[src/rtl/uart_irq_pkg.sv]
package uart_irq_pkg;
  localparam int NSRC = 8;
  localparam int NERR = 4;

  localparam int SRC_RX  = 0;
  localparam int SRC_TX  = 1;
  localparam int SRC_RTO = 2;
  localparam int SRC_FRM = 3;
  localparam int SRC_PAR = 4;
  localparam int SRC_BRK = 5;
  localparam int SRC_OVR = 6;
  localparam int SRC_CTS = 7;

  localparam int ERR_FRM = 0;
  localparam int ERR_PAR = 1;
  localparam int ERR_BRK = 2;
  localparam int ERR_OVR = 3;

  typedef enum logic [2:0] {
    TRIG_1_8 = 3'd0,
    TRIG_2_8 = 3'd1,
    TRIG_4_8 = 3'd2,
    TRIG_6_8 = 3'd3,
    TRIG_7_8 = 3'd4
  } trig_sel_e;

  // number of eighths of the FIFO depth selected by a trigger code
  function automatic int trig_eighths(logic [2:0] sel);
    case (sel)
      TRIG_1_8: return 1;
      TRIG_2_8: return 2;
      TRIG_4_8: return 4;
      TRIG_6_8: return 6;
      TRIG_7_8: return 7;
      default:  return 4;
    endcase
  endfunction
endpackage

[src/rtl/uart_irq_level_trig.sv]
module uart_irq_level_trig
  import uart_irq_pkg::*;
#(
  parameter int DEPTH   = 16,
  parameter int LVL_W   = 5,
  parameter bit FALLING = 1'b0
) (
  input  logic             clk,
  input  logic             rst_n,
  input  logic [LVL_W-1:0] level,
  input  logic [2:0]       sel,
  output logic             hit
);
  logic [LVL_W-1:0] prev_q;
  logic [LVL_W-1:0] thr;

  always_comb thr = LVL_W'((DEPTH * trig_eighths(sel)) / 8);

  always_ff @(posedge clk) begin
    if (!rst_n) prev_q <= '0;
    else        prev_q <= level;
  end

  generate
    if (FALLING) begin : g_fall
      // draining FIFO: fire once when the level drops to or below threshold
      assign hit = (prev_q > thr) && (level <= thr);
    end else begin : g_rise
      // filling FIFO: fire once when the level reaches threshold
      assign hit = (prev_q < thr) && (level >= thr);
    end
  endgenerate
endmodule

[src/rtl/uart_irq_status.sv]
module uart_irq_status
  import uart_irq_pkg::*;
(
  input  logic            clk,
  input  logic            rst_n,
  input  logic [NSRC-1:0] set_vec,
  input  logic            mask_set_we,
  input  logic [NSRC-1:0] mask_set_bits,
  input  logic            mask_clr_we,
  input  logic [NSRC-1:0] mask_clr_bits,
  input  logic            clr_we,
  input  logic [NSRC-1:0] clr_bits,
  output logic [NSRC-1:0] raw,
  output logic [NSRC-1:0] masked,
  output logic            irq
);
  logic [NSRC-1:0] raw_q, mask_q;
  logic [NSRC-1:0] clr_eff, mset_eff, mclr_eff;
  logic            irq_q;

  always_comb begin
    clr_eff  = clr_we      ? clr_bits      : '0;
    mset_eff = mask_set_we ? mask_set_bits : '0;
    mclr_eff = mask_clr_we ? mask_clr_bits : '0;
  end

  always_ff @(posedge clk) begin
    if (!rst_n) begin
      raw_q  <= '0;
      mask_q <= '0;
      irq_q  <= 1'b0;
    end else begin
      raw_q  <= (raw_q & ~clr_eff) | set_vec;   // a new event beats a clear
      mask_q <= (mask_q & ~mclr_eff) | mset_eff; // a set beats a clear
      irq_q  <= |(raw_q & mask_q);
    end
  end

  assign raw    = raw_q;
  assign masked = raw_q & mask_q;
  assign irq    = irq_q;
endmodule

[src/rtl/uart_irq_errreg.sv]
module uart_irq_errreg
  import uart_irq_pkg::*;
(
  input  logic            clk,
  input  logic            rst_n,
  input  logic [NERR-1:0] pulses,
  input  logic            clr_we,
  output logic [NERR-1:0] err
);
  logic [NERR-1:0] err_q;

  always_ff @(posedge clk) begin
    if (!rst_n) err_q <= '0;
    else        err_q <= (clr_we ? '0 : err_q) | pulses;
  end

  assign err = err_q;
endmodule

[src/rtl/uart_irq_rts.sv]
module uart_irq_rts #(
  parameter int DEPTH = 16,
  parameter int LVL_W = 5
) (
  input  logic             clk,
  input  logic             rst_n,
  input  logic [LVL_W-1:0] rx_level,
  input  logic             flow_en,
  input  logic             sw_level,
  output logic             rts
);
  localparam logic [LVL_W-1:0] FULL = LVL_W'(DEPTH);
  logic rts_q;

  always_ff @(posedge clk) begin
    if (!rst_n)       rts_q <= 1'b0;
    else if (flow_en) rts_q <= (rx_level < FULL);
    else              rts_q <= sw_level;
  end

  assign rts = rts_q;
endmodule

[src/rtl/uart_irq_ctrl.sv]
module uart_irq_ctrl
  import uart_irq_pkg::*;
#(
  parameter int DEPTH = 16,
  localparam int LVL_W = $clog2(DEPTH + 1)
) (
  input  logic             clk,
  input  logic             rst_n,
  input  logic [LVL_W-1:0] tx_level,
  input  logic [LVL_W-1:0] rx_level,
  input  logic [2:0]       tx_trig_sel,
  input  logic [2:0]       rx_trig_sel,
  input  logic             tx_eot_mode,
  input  logic             tx_shift_idle,
  input  logic             rx_overrun_pulse,
  input  logic             rx_break_pulse,
  input  logic             rx_parity_pulse,
  input  logic             rx_frame_pulse,
  input  logic             rx_timeout_evt,
  input  logic             cts_change,
  input  logic             mask_set_we,
  input  logic [7:0]       mask_set_bits,
  input  logic             mask_clr_we,
  input  logic [7:0]       mask_clr_bits,
  input  logic             int_clr_we,
  input  logic [7:0]       int_clr_bits,
  input  logic             err_clr_we,
  input  logic             rx_flow_en,
  input  logic             sw_rts,
  output logic [7:0]       raw_status,
  output logic [7:0]       masked_status,
  output logic             irq,
  output logic [3:0]       err_status,
  output logic             rts_out
);
  logic rx_hit, tx_fifo_hit, tx_hit;
  logic eot_cond, eot_prev_q, eot_hit;
  logic [NSRC-1:0] set_vec;
  logic [NERR-1:0] err_pulses;

  uart_irq_level_trig #(.DEPTH(DEPTH), .LVL_W(LVL_W), .FALLING(1'b0)) u_rx_trig (
    .clk(clk), .rst_n(rst_n), .level(rx_level), .sel(rx_trig_sel), .hit(rx_hit)
  );

  uart_irq_level_trig #(.DEPTH(DEPTH), .LVL_W(LVL_W), .FALLING(1'b1)) u_tx_trig (
    .clk(clk), .rst_n(rst_n), .level(tx_level), .sel(tx_trig_sel), .hit(tx_fifo_hit)
  );

  // end of transmission: FIFO empty and last stop bit gone
  assign eot_cond = (tx_level == '0) && tx_shift_idle;

  always_ff @(posedge clk) begin
    if (!rst_n) eot_prev_q <= 1'b1;
    else        eot_prev_q <= eot_cond;
  end

  assign eot_hit = eot_cond && !eot_prev_q;
  assign tx_hit  = tx_eot_mode ? eot_hit : tx_fifo_hit;

  always_comb begin
    set_vec          = '0;
    set_vec[SRC_RX]  = rx_hit;
    set_vec[SRC_TX]  = tx_hit;
    set_vec[SRC_RTO] = rx_timeout_evt;
    set_vec[SRC_FRM] = rx_frame_pulse;
    set_vec[SRC_PAR] = rx_parity_pulse;
    set_vec[SRC_BRK] = rx_break_pulse;
    set_vec[SRC_OVR] = rx_overrun_pulse;
    set_vec[SRC_CTS] = cts_change;

    err_pulses          = '0;
    err_pulses[ERR_FRM] = rx_frame_pulse;
    err_pulses[ERR_PAR] = rx_parity_pulse;
    err_pulses[ERR_BRK] = rx_break_pulse;
    err_pulses[ERR_OVR] = rx_overrun_pulse;
  end

  uart_irq_status u_status (
    .clk(clk), .rst_n(rst_n), .set_vec(set_vec),
    .mask_set_we(mask_set_we), .mask_set_bits(mask_set_bits),
    .mask_clr_we(mask_clr_we), .mask_clr_bits(mask_clr_bits),
    .clr_we(int_clr_we), .clr_bits(int_clr_bits),
    .raw(raw_status), .masked(masked_status), .irq(irq)
  );

  uart_irq_errreg u_err (
    .clk(clk), .rst_n(rst_n), .pulses(err_pulses), .clr_we(err_clr_we), .err(err_status)
  );

  uart_irq_rts #(.DEPTH(DEPTH), .LVL_W(LVL_W)) u_rts (
    .clk(clk), .rst_n(rst_n), .rx_level(rx_level), .flow_en(rx_flow_en),
    .sw_level(sw_rts), .rts(rts_out)
  );
endmodule

[config.mk]
export PLATFORM = sky130hd
export DESIGN_NAME = uart_irq_ctrl
export DESIGN_NICKNAME = d
export VERILOG_FILES = /design/src/rtl/uart_irq_pkg.sv /design/src/rtl/uart_irq_level_trig.sv /design/src/rtl/uart_irq_status.sv /design/src/rtl/uart_irq_errreg.sv /design/src/rtl/uart_irq_rts.sv /design/src/rtl/uart_irq_ctrl.sv
export SDC_FILE = /design/constraint.sdc
export NUM_CORES = 1
export LEC_CHECK = 0
export ABC_AREA = 1
export BUFFER_PORTS_ARGS = -buffer_cell sky130_fd_sc_hd__buf_2
export CORE_ASPECT_RATIO = 0.9
export CORE_MARGIN = 8
export CORE_UTILIZATION = 40
export CTS_BUF_LIST = sky130_fd_sc_hd__clkbuf_4 sky130_fd_sc_hd__clkbuf_8 sky130_fd_sc_hd__clkbuf_16
export DETAILED_ROUTE_END_ITERATION = 8
export HOLD_SLACK_MARGIN = 0.03
export PLACE_DENSITY_LB_ADDON = 0.15
export SLEW_MARGIN = 25
export SYNTH_ARGS = -nofsm -noshare
export SYNTH_HDL_FRONTEND = slang
export SYNTH_SLANG_ARGS = --single-unit
export TNS_END_PERCENT = 5
[constraint.sdc]
create_clock -name clk -period 1.08 [get_ports clk]
set_input_delay 0.054 -clock clk [delete_from_list [all_inputs] [get_ports clk]]
set_output_delay 0.054 -clock clk [all_outputs]
set_load 0.02 [all_outputs]
==> flow_summary.json <==
{
  "outcome": "completed",
  "synth_seq_area_share": 0.425,
  "crit_fanout": 2,
  "synth_fa_ha_area_frac": 0.0914,
  "vdd_drop_max_mv": 1.06,
  "globalRouteOverflowTotal": 0,
  "n_fill_cell": 337,
  "num-nets-final": 392,
  "power_density_nw_per_um2": 1260,
  "synth_warnings": 0,
  "drive_above_1_share": 0.322,
  "port_buffers": 77,
  "hold_start": "int_clr_bits[4]",
  "path_buf_inv": 1,
  "rsz0062_at_grt": "true",
  "row_count": 21,
  "fin_area_sq_um": 2430,
  "yosysUniqueCellTypes": 18,
  "die_width_um": 80.7,
  "syn_nets": 279,
  "tritoncts": "built",
  "path_delay_family": "multiplexers",
  "synth-async-reset-ratio": 0,
  "ant_nets": 0,
  "clock_path_buffers": 2,
  "clk-insertion-delay-late_ns": 0.28,
  "initialDrtViolationCount": 52,
  "reg2reg_depth": 7,
  "cts.sinks": 32,
  "startpoint_type": "primary input",
  "postCtsSetupRepairBufs": 0,
  "diodes": 0,
  "grt_pass1_wl_mm": 6.91,
  "multi_input_area_sq_um": 747,
  "antenna_found_initial": 0,
  "worstMarginPinSlew_ns": 0.378,
  "cts.reportedPaths.clkPinSlew_ns": 0.06,
  "reg2reg_slack_ns": 0.01,
  "setup_tns_ns": 0,
  "path_class": "primary input to register",
  "synth_edf_count": 0,
  "routed_via_density": 4.41,
  "max_freq_mhz": 926,
  "synthSimpleGateAreaFrac": 0.272,
  "worstPathRequired_ns": 1.29,
  "drt-pass1-iter-count": 4,
  "grt_max_degree": 20,
  "wl_per_cell_um": 11.9,
  "hpwlAfterDp_mm": 3.20,
  "finalWirelength_mm": 4.44,
  "synth.cell_area_sq_um": 1510,
  "fp.coreArea_sq_um": 3680,
  "ys_ff_latch": 32,
  "die_y_um": 74.2,
  "path_cells": "buf_2 -> mux2i_1 -> ha_1 -> nand3b_1 -> nand2_1 -> a21oi_1 -> nand2_1 -> a21oi_1",
  "crit_path_top_delay_cell": "mux2i_1",
  "min_to": "u_status.raw[4]$_SDFF_PN0_",
  "relSlewSlack": 0.741,
  "initial_utilization": 0.410,
  "dp.cells": 335,
  "synth_ff_type": "dfxtp_1",
  "placed_area_sq_um": 1980,
  "worstReg2RegEnd": "u_status.raw[1]$_SDFF_PN0_",
  "syn-instance-count": 212,
  "grt_pass1_vias": 1607,
  "slew_viol_final": 0,
  "gp_congestion": 0.867,
  "avgSynthCellArea_sq_um": 7.11,
  "setup_violations": 0,
  "top_level_ports": 78,
  "total_power_mw": 3.06,
  "die_area_sq_um": 5990,
  "worstPathArrival_ns": 1.29,
  "final-hold-violation-count": 0,
  "synthMuxAreaShare": 0.00664,
  "clock_skew_ns": 0.00559,
  "p_leak_nw": 1.38,
  "htreeDepth": 2,
  "synth_top_family_by_area": "simple AND/OR/NAND/NOR gates",
  "area_growth_pct": 61.4,
  "final.min_clock_period_ns": 1.08,
  "finalNonFillerCells": 372,
  "slowest_delay_ns": 0.37,
  "r2r-start": "u_tx_trig.prev_q[2]$_SDFF_PN0_",
  "synthXorXnorAreaFrac": 0,
  "post-route-period-util": 1.00,
  "synth-compound-area-share": 0.0972,
  "vias": 1639,
  "whs_path_depth": 4,
  "drc": 0,
  "max_cap_violations": 0,
  "root_buffer": "clkbuf_8",
  "grt_usage": 0.148,
  "cts-buffers-inserted": 5,
  "hold_path.class": "primary input to register",
  "regArea_sq_um": 644,
  "end_kind": "register"
}
area by class of cell:
cell class | instances | area share
multi-input cells | 138 | 0.307
clock inverters | 2 | 0.0144
flip-flops and latches | 32 | 0.265
clock buffers | 6 | 0.0314
repair buffers | 112 | 0.303
well taps | 46 | 0.0237
inverters | 36 | 0.0556
per-stage QoR:
stage	utilization	hold WS [ns]	setup WS (ns)
floorplan	-	0.143	0.0125
detailed placement	0.538	0.253	-0.146
finish	0.661	0.0407	0.000165
CTS	0.654	0.0306	-0.00802
global route	0.661	0.0301	-0.0526
global placement	0.538	0.247	-0.124
worst reg2reg max path: stages, from the launching register on:
cell      delay [ns]
dfxtp_1         0.33
ha_4            0.27
nand3b_1        0.07
nand2_1         0.06
nand2_1         0.06
nand2_1         0.06
nand2_1         0.05
a21oi_1         0.11
registers in the layout, indices dropped and copies added, names as in the netlist:
signal            flops
u_status.raw          8
u_status.irq          1
u_tx_trig.prev_q      5
u_rx_trig.prev_q      4
eot_prev_q            1
u_status.mask_q       8
u_rts.rts             1
u_err.err             4
cell usage in the layout, fill, tap and decap left out:
| cell | count |
|---|---|
| inv_2 | 2 |
| clkbuf_4 | 1 |
| nor2_2 | 2 |
| dfxtp_2 | 3 |
| a21oi_1 | 22 |
| dlygate4sd3_1 | 29 |
| nand3_2 | 2 |
| nand2_1 | 72 |
| buf_2 | 76 |
| o21ai_0 | 3 |
| nand3b_1 | 3 |
| nand4_1 | 5 |
| buf_4 | 6 |
| buf_12 | 1 |
| inv_1 | 34 |
| clkinv_2 | 1 |
| a21oi_2 | 2 |
| ha_4 | 3 |
| mux2i_1 | 1 |
| ha_1 | 8 |
| or2_1 | 1 |
| dfxtp_1 | 29 |
| clkbuf_8 | 5 |
| bufinv_16 | 1 |
| a21boi_0 | 1 |
| nor2_1 | 13 |
power by group:
part           internal, mW  switching [mW]
clock                 0.709           0.431
sequential             1.26          0.0393
combinational         0.308           0.308
what timing repair did:
action                                 CTS  global route
cloned                                   0             0
setup endpoints to repair                1             3
resized for setup                        5             6
endpoints found under the hold margin   26             0
pin swaps                                5             4
hold buffers                            29             0
logic make-up after synthesis:
| group | after synthesis |
|---|---|
| AOI/OAI and AO/OA | 28 |
| adders and majority gates | 11 |
| buffers and inverters | 42 |
| DFF | 32 |
| muxes | 1 |
| and+or+nand+nor | 98 |
worst max path at each step:
stage	from	end	slack, ns	depth (start not counted)
final	tx_trig_sel[2]	u_status.raw[1]$_SDFF_PN0_	0.0002	8
after global routing	tx_trig_sel[2]	u_status.raw[1]$_SDFF_PN0_	-0.05	8
after CTS	u_tx_trig.prev_q[2]$_SDFF_PN0_	u_status.raw[1]$_SDFF_PN0_	-0.008	7
after detailed placement	rx_trig_sel[1]	u_status.raw[0]$_SDFF_PN0_	-0.15	10
after global placement	rx_trig_sel[1]	u_status.raw[0]$_SDFF_PN0_	-0.12	10
after floorplan	tx_trig_sel[1]	u_status.raw[1]$_SDFF_PN0_	0.01	8
Yosys cell counts, types with 2 or more instances:
| library cell | instances | area [sq um] |
|---|---|---|
| o21ai_0 | 3 | 15.0 |
| inv_1 | 35 | 131 |
| a21oi_1 | 23 | 115 |
| clkbuf_1 | 2 | 7.51 |
| nand4_1 | 5 | 31.3 |
| ha_1 | 11 | 138 |
| buf_2 | 4 | 20.0 |
| nand3b_1 | 3 | 22.5 |
| nor2_1 | 14 | 52.6 |
| nand2_1 | 72 | 270 |
| nand3_2 | 2 | 20.0 |
| dfxtp_1 | 32 | 641 |
per-layer routing:
layer	GRT usage	share of wire	vias to the layer above	wire length, um
li1	-	-	879	-
met1	0.159	0.42	712	1880
met2	0.259	0.49	44	2190
met3	0.0580	0.073	4	322
met4	0.0515	0.0090	0	40
met5	0	0	-	0
No activity file was read; power rests on OpenSTA's default activity.
